==> config.mk <==
export PLATFORM = sky130hd
export DESIGN_NAME = mbb_bridge_ctrl
export DESIGN_NICKNAME = d
export VERILOG_FILES = /design/src/rtl/mbb_pkg.sv /design/src/rtl/mbb_line_sync.sv /design/src/rtl/mbb_cond_det.sv /design/src/rtl/mbb_byte_rx.sv /design/src/rtl/mbb_hang_timer.sv /design/src/rtl/mbb_bridge_ctrl.sv
export SDC_FILE = /design/constraint.sdc
export NUM_CORES = 1
export LEC_CHECK = 0
export CORE_UTILIZATION = 35
export DETAILED_ROUTE_END_ITERATION = 6
export PLACE_DENSITY = 0.47
export SETUP_SLACK_MARGIN = 0.5
export SLEW_MARGIN = 30
export SYNTH_ARGS = -nofsm -noshare
export SYNTH_HDL_FRONTEND = slang
export SYNTH_HIERARCHICAL = 1
export SYNTH_SLANG_ARGS = --single-unit
==> constraint.sdc <==
create_clock -name clk -period 2.73 [get_ports clk]
set_input_delay 0.546 -clock clk [delete_from_list [all_inputs] [get_ports clk]]
set_output_delay 0.546 -clock clk [all_outputs]
set_load 0.02 [all_outputs]
==> src/rtl/mbb_pkg.sv <==
package mbb_pkg;

    localparam int BYTE_W      = 8;
    localparam int SYNC_STAGES = 2;
    localparam int LINE_CNT    = 4;

    typedef enum logic [1:0] {
        BR_CLOSED    = 2'd0,
        BR_SPLITTING = 2'd1,
        BR_SPLIT     = 2'd2,
        BR_REJOIN    = 2'd3
    } br_state_e;

    typedef struct packed {
        logic sdah;
        logic sclh;
        logic sda;
        logic scl;
    } bus_lines_t;

    typedef struct packed {
        logic data_join;
        logic clk_join;
        logic sda_pull;
    } sw_ctl_t;

    localparam sw_ctl_t SW_CLOSED = '{data_join: 1'b1, clk_join: 1'b1, sda_pull: 1'b0};

    function automatic logic is_master_code(input logic [BYTE_W-1:0] b);
        return b[BYTE_W-1:BYTE_W-5] == 5'b00001;
    endfunction

endpackage

==> src/rtl/mbb_line_sync.sv <==
module mbb_line_sync #(
    parameter int WIDTH  = 4,
    parameter int STAGES = 2
) (
    input  logic             clk,
    input  logic             rst,
    input  logic [WIDTH-1:0] d,
    output logic [WIDTH-1:0] q
);
    logic [WIDTH-1:0] chain [STAGES];

    always_ff @(posedge clk) begin
        if (rst) begin
            for (int i = 0; i < STAGES; i++) chain[i] <= '1;
        end else begin
            chain[0] <= d;
            for (int i = 1; i < STAGES; i++) chain[i] <= chain[i-1];
        end
    end

    assign q = chain[STAGES-1];
endmodule

==> src/rtl/mbb_cond_det.sv <==
module mbb_cond_det (
    input  logic clk,
    input  logic rst,
    input  logic dat_q,
    input  logic clk_q,
    output logic start_p,
    output logic stop_p,
    output logic clk_rise
);
    logic d1, d2, c1, c2;

    always_ff @(posedge clk) begin
        if (rst) begin
            d1 <= 1'b1; d2 <= 1'b1; c1 <= 1'b1; c2 <= 1'b1;
        end else begin
            d1 <= dat_q; d2 <= d1; c1 <= clk_q; c2 <= c1;
        end
    end

    logic clk_steady_hi;
    assign clk_steady_hi = clk_q & c1 & c2;
    // new data level must be present in two consecutive samples
    assign start_p  = clk_steady_hi &  d2 & ~d1 & ~dat_q;
    assign stop_p   = clk_steady_hi & ~d2 &  d1 &  dat_q;
    assign clk_rise = clk_q & ~c1;
endmodule

==> src/rtl/mbb_byte_rx.sv <==
module mbb_byte_rx
    import mbb_pkg::*;
(
    input  logic              clk,
    input  logic              rst,
    input  logic              start_p,
    input  logic              stop_p,
    input  logic              clk_rise,
    input  logic              dat_q,
    output logic              byte_vld,
    output logic [BYTE_W-1:0] byte_q
);
    localparam int CW = $clog2(BYTE_W + 1);

    logic          armed;
    logic [CW-1:0] bit_cnt;

    always_ff @(posedge clk) begin
        if (rst) begin
            armed    <= 1'b0;
            bit_cnt  <= '0;
            byte_q   <= '0;
            byte_vld <= 1'b0;
        end else begin
            byte_vld <= 1'b0;
            if (start_p) begin
                armed   <= 1'b1;
                bit_cnt <= '0;
            end else if (stop_p) begin
                armed <= 1'b0;
            end else if (armed && clk_rise) begin
                if (bit_cnt == CW'(BYTE_W)) begin
                    // ninth clock: acknowledge slot, byte complete
                    byte_vld <= 1'b1;
                    armed    <= 1'b0;
                end else begin
                    byte_q  <= {byte_q[BYTE_W-2:0], dat_q};
                    bit_cnt <= bit_cnt + 1'b1;
                end
            end
        end
    end
endmodule

==> src/rtl/mbb_hang_timer.sv <==
module mbb_hang_timer #(
    parameter int LIMIT = 125000
) (
    input  logic clk,
    input  logic rst,
    input  logic scl_q,
    output logic hang
);
    localparam int CW = $clog2(LIMIT + 1);

    logic [CW-1:0] cnt;

    always_ff @(posedge clk) begin
        if (rst || scl_q)            cnt <= '0;
        else if (cnt != CW'(LIMIT))  cnt <= cnt + 1'b1;
    end

    assign hang = (cnt == CW'(LIMIT));
endmodule

==> src/rtl/mbb_bridge_ctrl.sv <==
module mbb_bridge_ctrl
    import mbb_pkg::*;
#(
    parameter int HANG_CYCLES = 125000
) (
    input  logic       clk,
    input  logic       rst,
    input  logic       sdah_i,
    input  logic       sclh_i,
    input  logic       sda_i,
    input  logic       scl_i,
    output logic       data_join_o,
    output logic       clk_join_o,
    output logic       sda_pull_o,
    output logic [1:0] state_o
);
    bus_lines_t raw_lines, lines_q;
    logic       sdah_q, sclh_q, sda_q, scl_q;

    assign raw_lines = '{sdah: sdah_i, sclh: sclh_i, sda: sda_i, scl: scl_i};

    mbb_line_sync #(.WIDTH(LINE_CNT), .STAGES(SYNC_STAGES)) u_sync (
        .clk(clk), .rst(rst), .d(raw_lines), .q(lines_q)
    );

    assign sdah_q = lines_q.sdah;
    assign sclh_q = lines_q.sclh;
    assign sda_q  = lines_q.sda;
    assign scl_q  = lines_q.scl;

    logic start_p, stop_p, clk_rise;

    mbb_cond_det u_cond (
        .clk(clk), .rst(rst), .dat_q(sdah_q), .clk_q(sclh_q),
        .start_p(start_p), .stop_p(stop_p), .clk_rise(clk_rise)
    );

    logic              byte_vld;
    logic [BYTE_W-1:0] byte_q;

    mbb_byte_rx u_rx (
        .clk(clk), .rst(rst), .start_p(start_p), .stop_p(stop_p),
        .clk_rise(clk_rise), .dat_q(sdah_q), .byte_vld(byte_vld), .byte_q(byte_q)
    );

    logic hang;

    mbb_hang_timer #(.LIMIT(HANG_CYCLES)) u_hang (
        .clk(clk), .rst(rst), .scl_q(scl_q), .hang(hang)
    );

    br_state_e  state;
    logic [1:0] step;
    sw_ctl_t    sw;

    always_ff @(posedge clk) begin
        if (rst || hang) begin
            state <= BR_CLOSED;
            step  <= '0;
            sw    <= SW_CLOSED;
        end else begin
            case (state)
                BR_CLOSED: begin
                    if (byte_vld && is_master_code(byte_q)) begin
                        sw.data_join <= 1'b0;
                        step         <= 2'd0;
                        state        <= BR_SPLITTING;
                    end
                end
                BR_SPLITTING: begin
                    case (step)
                        2'd0: begin
                            sw.sda_pull <= 1'b1;
                            step        <= 2'd1;
                        end
                        2'd1: if (!sclh_q) step <= 2'd2;
                        default: begin
                            if (sclh_q && scl_q) begin
                                sw.clk_join <= 1'b0;
                                state       <= BR_SPLIT;
                            end
                        end
                    endcase
                end
                BR_SPLIT: begin
                    if (stop_p) begin
                        sw.clk_join <= 1'b1;
                        step        <= 2'd0;
                        state       <= BR_REJOIN;
                    end
                end
                default: begin
                    if (step == 2'd0) begin
                        sw.sda_pull <= 1'b0;
                        step        <= 2'd1;
                    end else if (sda_q) begin
                        sw.data_join <= 1'b1;
                        state        <= BR_CLOSED;
                    end
                end
            endcase
        end
    end

    assign data_join_o = sw.data_join;
    assign clk_join_o  = sw.clk_join;
    assign sda_pull_o  = sw.sda_pull;
    assign state_o     = state;
endmodule

==> impl_metrics.env, run 1 <==
export IMPL_grt_use_total_pct=13.6
export IMPL_worst_pin_slew_ns=0.640
export IMPL_cts_made_buffers=5
export IMPL_reg2regPathDepth=6
export IMPL_power_switching_uw=278
export IMPL_port_buffers=10
export IMPL_seq_power_share_pct=56.8
export IMPL_clockPowerShare_pct=40.6
export IMPL_synth_main_ff_cell="dfxtp_1"
export IMPL_post_route_util_pct=40.7
export IMPL_path_buf_inv=1
export IMPL_maxSlewHeadroom_pct=57.0
export IMPL_grt_pass1_wl_um=7610
export IMPL_swShare_pct=21.4
export IMPL_min_from="u_sync/chain[0][2]"
export IMPL_synthDistinctLibCells=53
export IMPL_synth_seq_cells=50
export IMPL_antenna_found_initial=0
export IMPL_hold_path_class="flop to flop"
export IMPL_clkSinkCount=50
export IMPL_layout_commonest_cell="dfxtp_1"
export IMPL_clock_path_buffers=2
export IMPL_first_global_vias=1603
export IMPL_grt_overflow_total=0
export IMPL_h_tree_depth=2
export IMPL_die_w_um=83.1
export IMPL_rsz0062_at_grt="no"
export IMPL_fin_skew_ns=0.00634
export IMPL_crit_fanout=5
export IMPL_arrival_ns=1.37
export IMPL_max_cap_viol_count=0
export IMPL_post_drt_wl_per_cell_um=12.6
export IMPL_initial_core_util_pct=36.3
export IMPL_postCtsSetupBuffers=0
export IMPL_first_pass_iters=4
export IMPL_yosysSeqAreaShare_pct=43.4
export IMPL_cp_start_kind="flop"
export IMPL_drt_iter0_drc=80
export IMPL_outcome="completed"
export IMPL_grt_start_max_net_pins=18
export IMPL_yosys_warnings=6
export IMPL_dieArea_mm2=0.00691
export IMPL_dpl_hpwl_um=2980
export IMPL_drtAntennaViolNets=0
export IMPL_synth_edf_count=0
export IMPL_async_reset_ff_share_pct=0
export IMPL_cp_top_family="buffers and inverters"
export IMPL_synth_area_leader_cell="dfxtp_1"
export IMPL_layout_common_cells="50 x dfxtp_1, 19 x nor2_1, 15 x nand2_1, 15 x mux2i_1"
export IMPL_cp_slowest_cell="clkdlybuf4s50_1"
export IMPL_vias=1643
export IMPL_powerDensity_mw_per_mm2=504
export IMPL_synth_area_mm2=0.00230
export IMPL_hold_end="u_sync/chain[0][6]"
export IMPL_rrSetupSlack_ns=0.82
export IMPL_place_congestion=0.742
export IMPL_setup_violations=0
export IMPL_p_leak_nw=0.918
export IMPL_antenna_cells=0
export IMPL_share_comb_of_total_power_pct=2.5
export IMPL_crit_type="flop to output pin"
export IMPL_crit_path_cell_trace="clkdlybuf4s50_1"
export IMPL_holdPathStages=1
export IMPL_wl_um=4180
export IMPL_setup_worst_path_end_class="output pin"
export IMPL_placed_area_mm2=0.00248
export IMPL_internal_power_mw=1.02
export IMPL_fin_area_mm2=0.00259
export IMPL_max_stage_delay_ns=0.63
export IMPL_routed_via_density=4.93
export IMPL_ir_worst_vdd_v=0.000236
export IMPL_required_ns=2.18
export IMPL_cts_tree="done"
export IMPL_clk_pin_slew_ns=0.09
export IMPL_cts_resized=0
export IMPL_postSynthAreaPerCell_um2=9.48
export IMPL_period_needed_ns=1.91
export IMPL_dp_cells=325
export IMPL_synth_top_cell_area_share_pct=43.4
export IMPL_final_max_slew_viol_count=0
export IMPL_finalCritPeriodShare_pct=70.1
export IMPL_tns_ns=0
export IMPL_syn_inst=243
export IMPL_rows=29
export IMPL_hold_viol_final=0
export IMPL_final_net_count=269
export IMPL_r2r_start="u_hang/cnt[7]"
export IMPL_io_pins=11
export IMPL_area_delta_synth_final_pct=12.2
export IMPL_syn_num_nets=257
export IMPL_insertion_delay_ns=0.31
export IMPL_r2r_end="step[0]"
export IMPL_drc=0
export IMPL_clockRootBuffer="clkbuf_8"
export IMPL_fin_cells=333
export IMPL_die_h_um=83.1
export IMPL_timing_fmax_ghz=0.523
export IMPL_drive_gt1_share_pct=11.7
export IMPL_postCtsHoldBufs=0
export IMPL_synth_area_top_cells="dfxtp_1 43%, mux2i_1 6.5%, ha_1 4.3%, nand2b_1 3.3%, or2_1 3.3%"
export IMPL_placeableCoreArea_mm2=0.00635
[cell usage after synthesis, types with 2 or more instances]
cell,count
clkbuf_1,3
nand2b_1,12
nor4b_1,2
nand3_1,11
buf_4,4
nor3_1,8
dfxtp_1,50
mux2i_1,15
xnor2_1,5
inv_1,10
a21oi_1,10
nand3b_1,2
nor2_1,19
ha_1,8
nand3_2,2
xor2_1,7
o21ai_0,7
or2_2,2
nand2_1,15
or2_1,12
nand4_1,5
nor4_1,3
[logic make-up (layout without fill, tap and decap cells)]
group	after synthesis	after routing	synth area share (%)
compound gates	25	25	6.68
xor+xnor	12	12	4.56
buf+inv	19	32	3.85
mux	16	16	7.17
simple gates	113	113	30.0
fa+ha+maj	8	8	4.34
flops	50	50	43.4
[worst max path at each step]
stage                       start       endpoint  slack (ns)  cells after the start
floorplan           u_hang/cnt[7]        step[0]        1.09                      6
global placement              rst  u_hang/cnt[0]        0.57                      4
detailed placement            rst  u_hang/cnt[0]        0.56                      4
CTS                    state_o[1]     state_o[1]        0.79                      1
global route        u_hang/cnt[7]        step[0]        0.52                      6
finish                 state_o[0]     state_o[0]        0.82                      1
[sequential cells by signal (all words and copies together), names as in the netlist]
name           flops
u_hang/cnt        17
u_rx/byte_vld      1
u_cond/c2          1
state_o            2
sda_pull_o         1
u_sync/chain       8
u_rx/armed         1
clk_join_o         1
u_cond/d1          1
step               2
u_rx/bit_cnt       4
data_join_o        1
u_cond/c1          1
u_rx/byte_q        8
u_cond/d2          1
[per-stage QoR]
step / hold slack [ns] / setup WS, ns / power, mW
2_1_floorplan: 0.383 / 1.09 / 0.777
3_3_place_gp: 0.386 / 0.568 / 0.791
3_5_place_dp: 0.392 / 0.563 / 0.791
4_1_cts: 0.415 / 0.791 / 1.32
5_1_grt: 0.430 / 0.522 / 1.36
6_report: 0.411 / 0.817 / 1.30
[power groups by stage]
stage | Combinational [mW] | Clock, mW | Sequential, mW
2_1_floorplan | 0.0221 | 0 | 0.755
3_3_place_gp | 0.0338 | 0 | 0.757
3_5_place_dp | 0.0336 | 0 | 0.757
4_1_cts | 0.0338 | 0.548 | 0.740
5_1_grt | 0.0374 | 0.578 | 0.742
6_report | 0.0331 | 0.529 | 0.740
[layout make-up]
type / instances / area (um2)
well taps: 77 / 96.3
multi-input cells: 174 / 1210
fillers: 639 / 3760
clock inverters: 3 / 40.0
inverters: 11 / 42.5
clock buffers: 5 / 68.8
flip-flops and latches: 50 / 1000
repair buffers: 13 / 123
[per-layer routing]
layer	GRT usage [%]	up-vias	wire (um)
met5	0	-	0
li1	-	859	-
met4	6.11	0	87
met2	20.4	18	1770
met1	18.4	759	2190
met3	3.28	7	129
Power figures use the tool's default switching activity.
==> run 2: changes to the inputs <==
--- a/config.mk
+++ b/config.mk
@@ -7,7 +7,7 @@
 export LEC_CHECK = 0
 export CORE_UTILIZATION = 35
 export DETAILED_ROUTE_END_ITERATION = 6
-export PLACE_DENSITY = 0.47
+export PLACE_DENSITY = 0.49
 export SETUP_SLACK_MARGIN = 0.5
 export SLEW_MARGIN = 30
 export SYNTH_ARGS = -nofsm -noshare
==> constraint.sdc (replaced) <==
create_clock -name clk -period 1.67 [get_ports clk]
set_input_delay 0.334 -clock clk [delete_from_list [all_inputs] [get_ports clk]]
set_output_delay 0.334 -clock clk [all_outputs]
set_load 0.02 [all_outputs]
==> run 2 against run 1 <==
Final cell count increased by 17%; via count is 17% higher; largest cell class unchanged; combinational power rose to 2.9 times the previous value; sequential power up 62%; routed wire length up 26%; die area did not move; clock skew down 0.0032 ns; critical endpoint is now step[0]; non-clock buffer count grew 57; power grew 62%.
==> impl_metrics.env, run 2 (synthesis gave the netlist of run 1 again) <==
export IMPL_cts_tree="done"
export IMPL_vias=1928
export IMPL_initial_core_util_pct=36.3
export IMPL_cp_slowest_cell="dfxtp_2"
export IMPL_r2r_start="u_hang/cnt[10]"
export IMPL_postCtsHoldBufs=0
export IMPL_clock_path_buffers=2
export IMPL_ir_worst_vdd_v=0.000341
export IMPL_cts_made_buffers=5
export IMPL_outcome="completed"
export IMPL_post_place_ws_ns=-0.0430
export IMPL_path_buf_inv=3
export IMPL_placed_area_mm2=0.00278
export IMPL_reg_largest_list="u_hang/cnt: 17 flops, u_rx/byte_q: 8 flops, u_sync/chain: 8 flops"
export IMPL_h_tree_depth=2
export IMPL_final_net_count=326
export IMPL_p_leak_nw=1.41
export IMPL_grt_use_total_pct=15.8
export IMPL_port_buffers=10
export IMPL_period_needed_ns=1.57
export IMPL_post_route_util_pct=55.1
export IMPL_dpl_hpwl_um=3330
export IMPL_grt_overflow_total=0
export IMPL_dp_cells=344
export IMPL_antenna_found_initial=0
export IMPL_arrival_ns=1.76
export IMPL_post_drt_wl_per_cell_um=13.6
export IMPL_area_delta_synth_final_pct=51.8
export IMPL_wl_um=5290
export IMPL_die_w_um=83.1
export IMPL_clkSinkCount=50
export IMPL_cp_common_cell="buf_6"
export IMPL_fin_cells=390
export IMPL_die_h_um=83.1
export IMPL_setup_worst_path_end="step[0]"
export IMPL_rows=29
export IMPL_antenna_cells=0
export IMPL_max_cap_viol_count=0
export IMPL_first_pass_iters=4
export IMPL_tns_ns=0
export IMPL_reg2regPathDepth=9
export IMPL_routed_via_density=4.94
export IMPL_crit_path_cell_trace="nor4_2, nand3_1, nor4_4, buf_4, buf_6, nor2_4, buf_6, nand2_2, mux2i_1"
export IMPL_fin_skew_ns=0.00319
export IMPL_fin_ws_ns=0.102
export IMPL_p_total_mw=2.11
export IMPL_rrSetupSlack_ns=0.10
export IMPL_top_register="u_hang/cnt"
export IMPL_clockRootBuffer="clkbuf_8"
export IMPL_drive_gt1_share_pct=49.8
export IMPL_cp_start_kind="flop"
export IMPL_layout_commonest_cell="buf_4"
export IMPL_drtAntennaViolNets=0
export IMPL_min_from="rst"
export IMPL_grt_pass1_wl_um=8850
export IMPL_crit_type="flop to flop"
export IMPL_setup_violations=0
export IMPL_rsz0062_at_grt="yes"
export IMPL_place_congestion=0.704
export IMPL_placeableCoreArea_mm2=0.00635
export IMPL_crit_fanout=6
export IMPL_hold_path_class="input pin to flop"
export IMPL_insertion_delay_ns=0.30
export IMPL_grt_start_max_net_pins=16
export IMPL_finalCritPeriodShare_pct=93.9
export IMPL_cp_top_family="simple AND/OR/NAND/NOR gates"
export IMPL_cp_startpoint="u_hang/cnt[10]"
export IMPL_final_max_slew_viol_count=0
export IMPL_hold_viol_final=0
export IMPL_layout_common_cells="37 x buf_4, 29 x dfxtp_1, 27 x buf_6"
export IMPL_io_pins=11
export IMPL_setup_worst_path_end_class="flop"
export IMPL_max_stage_delay_ns=0.34
export IMPL_r2r_end="step[0]"
export IMPL_fin_hold_ws_ns=0.391
export IMPL_required_ns=1.87
export IMPL_powerDensity_mw_per_mm2=602
export IMPL_drt_iter0_drc=45
export IMPL_largest_reg_flops=17
export IMPL_first_global_vias=1812
export IMPL_timing_fmax_ghz=0.638
export IMPL_drc=0
export IMPL_clk_pin_slew_ns=0.09
export IMPL_worst_pin_slew_ns=0.338
export IMPL_fin_area_mm2=0.00350
export IMPL_dieArea_mm2=0.00691
export IMPL_maxSlewHeadroom_pct=77.3
export IMPL_crit_cells=9
run 2: cell types whose count changed in the layout (fill, tap and decap cells not counted), moves of 6 or more:
cell             before  now
buf_4                 3   37
buf_6                 0   27
dfxtp_1              50   29
dfxtp_2               0   14
dfxtp_4               0    7
a21oi_1              10    4
a21oi_2               0    6
clkdlybuf4s50_1      10    4
ha_1                  8    2
nand2_1              15    9
run 2: worst min path at each step:
stage	endpoint	cells past startpoint
2_1_floorplan	u_sync/chain[0][4]	1
3_5_place_dp	u_sync/chain[0][7]	1
4_1_cts	u_sync/chain[0][7]	1
5_1_grt	u_sync/chain[0][4]	3
3_3_place_gp	u_sync/chain[0][7]	1
6_report	u_sync/chain[0][4]	3
run 2: power breakdown:
group	internal, mW	switching (mW)
Sequential	1.19	0.00855
Combinational	0.0563	0.0409
Clock	0.389	0.419
Total	1.64	0.469
run 2: worst reg2reg max path: stages (launching register included):
cell and delay [ns]:
dfxtp_2 0.34, nor4_2 0.26, nand3_1 0.15, nor4_4 0.17, buf_4 0.18, buf_6 0.09
nor2_4 0.04, buf_6 0.12, nand2_2 0.06, mux2i_1 0.06
run 2: timing repair:
action | CTS | global route
pin swaps | 19 | 20
gates resized for setup | 74 | 35
endpoints found under the setup margin | 43 | 41
buffers inserted | 23 | 15
run 2: layout make-up:
cell class              instances  area, um2
fillers                       548       2850
multi-input cells             174       1550
flip-flops and latches         50       1040
repair buffers                 70        654
clock buffers                   7       97.6
well taps                      77       96.3
inverters                      11       47.5
clock inverters                 1       6.26
run 2: metal layers:
| layer | global-route usage [%] | share of wire, % | vias to the layer above |
|---|---|---|---|
| met5 | 0 | 0 | - |
| met4 | 5.17 | 0.87 | 0 |
| met3 | 2.98 | 2.0 | 4 |
| met2 | 26.1 | 49 | 22 |
| met1 | 20.8 | 48 | 920 |
| li1 | - | - | 982 |
==> run 3: changes to the inputs <==
--- a/config.mk
+++ b/config.mk
@@ -5,8 +5,10 @@
 export SDC_FILE = /design/constraint.sdc
 export NUM_CORES = 1
 export LEC_CHECK = 0
+export CORE_MARGIN = 3
 export CORE_UTILIZATION = 35
 export DETAILED_ROUTE_END_ITERATION = 6
+export GPL_ROUTABILITY_DRIVEN = 1
 export PLACE_DENSITY = 0.49
 export SETUP_SLACK_MARGIN = 0.5
 export SLEW_MARGIN = 30
==> run 3 against run 2 <==
Via count down 4.8%; power down 2.2%; first-iteration DRC count down 56%; critical path depth down 1; combinational power down 4.6%; final cell count down 5.4%; routed wire length down 5.8%; die area up 9.9%; final area down 7.8%; hold slack better by 0.023 ns; largest power group unchanged; highest routed layer unchanged.
==> impl_metrics.env, run 3 (synthesis gave the netlist of run 1 again) <==
export IMPL_drive_gt1_share_pct=47.3
export IMPL_drc=0
export IMPL_port_buffers=10
export IMPL_required_ns=1.91
export IMPL_fin_cells=369
export IMPL_clkSinkCount=50
export IMPL_post_route_util_pct=52.6
export IMPL_dpl_hpwl_um=3250
export IMPL_initial_core_util_pct=37.6
export IMPL_tns_ns=0
export IMPL_cts_made_buffers=5
export IMPL_crit_fanout=5
export IMPL_area_sequential_mm2=0.00104
export IMPL_routed_via_density=4.97
export IMPL_crit_type="flop to flop"
export IMPL_setup_violations=0
export IMPL_share_comb_of_total_power_pct=4.5
export IMPL_first_global_vias=1821
export IMPL_timing_fmax_ghz=0.646
export IMPL_seq_power_share_pct=58.4
export IMPL_period_needed_ns=1.55
export IMPL_largest_reg_flops=17
export IMPL_finalCritPeriodShare_pct=92.7
export IMPL_clockPowerShare_pct=37.1
export IMPL_max_cap_viol_count=0
export IMPL_insertion_delay_ns=0.31
export IMPL_post_drt_wl_per_cell_um=13.5
export IMPL_drt_iter0_drc=20
export IMPL_layout_common_cells="33 x buf_4, 27 x dfxtp_1, 17 x nor2_1, 17 x dfxtp_2, 15 x mux2i_1"
export IMPL_post_place_ws_ns=0.00829
export IMPL_io_pins=11
export IMPL_die_h_um=87.1
export IMPL_final_max_slew_viol_count=0
export IMPL_setup_worst_path_end_class="flop"
export IMPL_reg2regPathDepth=8
export IMPL_h_tree_depth=2
export IMPL_multi_input_area_mm2=0.00149
export IMPL_wl_um=4980
export IMPL_clk_pin_slew_ns=0.10
export IMPL_drtAntennaViolNets=0
export IMPL_die_w_um=87.1
export IMPL_place_congestion=0.769
export IMPL_layout_commonest_cell="buf_4"
export IMPL_rsz0062_at_grt="yes"
export IMPL_holdPathStages=1
export IMPL_cts_tree="done"
export IMPL_antenna_cells=0
export IMPL_hold_path_class="flop to flop"
export IMPL_fin_skew_ns=0.00704
export IMPL_grt_overflow_total=0
export IMPL_dp_cells=335
export IMPL_final_net_count=307
export IMPL_clock_path_buffers=2
export IMPL_clockRootBuffer="clkbuf_8"
export IMPL_final_fill_count=579
export IMPL_maxSlewHeadroom_pct=77.7
export IMPL_grt_use_total_pct=14.0
export IMPL_fin_ws_ns=0.121
export IMPL_area_delta_synth_final_pct=40.0
export IMPL_postCtsHoldBufs=0
export IMPL_grt_pass1_wl_um=8470
export IMPL_worst_pin_slew_ns=0.334
export IMPL_vias=1835
export IMPL_arrival_ns=1.79
export IMPL_internal_power_mw=1.56
export IMPL_powerDensity_mw_per_mm2=638
export IMPL_power_switching_uw=501
export IMPL_outcome="completed"
export IMPL_placeableCoreArea_mm2=0.00613
export IMPL_ir_worst_vdd_v=0.000357
export IMPL_reg_largest_list="u_hang/cnt: 17 flops, u_rx/byte_q: 8 flops, u_sync/chain: 8 flops"
export IMPL_rows=28
export IMPL_top_register="u_hang/cnt"
export IMPL_hold_viol_final=0
export IMPL_cp_start_kind="flop"
export IMPL_grt_start_max_net_pins=19
export IMPL_first_pass_iters=4
export IMPL_swShare_pct=24.3
export IMPL_antenna_found_initial=0
export IMPL_dieArea_mm2=0.00759
export IMPL_p_leak_nw=1.28
## run 3: area by class of cell
cell class | instances | share of cell area [%]
multi-input combinational | 174 | 46.3
inverter | 11 | 1.40
clock buffer | 5 | 2.13
tap | 75 | 2.91
sequential | 50 | 32.4
timing repair buffer | 51 | 14.0
clock inverter | 3 | 0.892
## run 3: metrics by stage
step	total power [mW]	instance area, um2	hold WS [ns]
after floorplan	1.28	2480	0.383
after global placement	1.31	2720	0.393
after detailed placement	1.30	2720	0.388
after CTS	2.09	3070	0.415
after global routing	2.15	3230	0.434
final	2.06	3230	0.414
## run 3: what timing repair did
action	CTS	global route
pin swaps	17	21
setup endpoints to repair	53	40
gates resized for setup	56	30
setup buffers	15	11
## run 3: layer usage
layer  wire (um)  GRT usage, %
met5           0             0
met4          49          4.18
met3         106          2.84
met2        2510          24.0
met1        2310          17.6
## run 3: power by group through the flow
| stage | logic (mW) | registers (mW) | clock network, mW |
|---|---|---|---|
| 4_1_cts | 0.0854 | 1.21 | 0.798 |
| 2_1_floorplan | 0.0454 | 1.23 | 0 |
| 3_3_place_gp | 0.0721 | 1.23 | 0 |
| 3_5_place_dp | 0.0712 | 1.23 | 0 |
| 6_report | 0.0926 | 1.20 | 0.765 |
| 5_1_grt | 0.0998 | 1.21 | 0.846 |
## run 3: worst max-delay path: stages, from the launching register on
cell,delay [ns]
dfxtp_4,0.40
inv_4,0.04
ha_4,0.15
nand2_4,0.06
nor4_4,0.04
buf_6,0.15
nor3_2,0.13
or3b_4,0.39
mux2i_1,0.11
## run 3: final timing paths
kind / startpoint / to / slack, ns
worst max-delay path: u_hang/cnt[0] / step[1] / 0.12
worst min-delay path: u_sync/chain[0][0] / u_sync/chain[0][4] / 0.41
worst min register to register: u_sync/chain[0][0] / u_sync/chain[0][4] / 0.41
worst max register to register: u_hang/cnt[0] / step[1] / 0.12
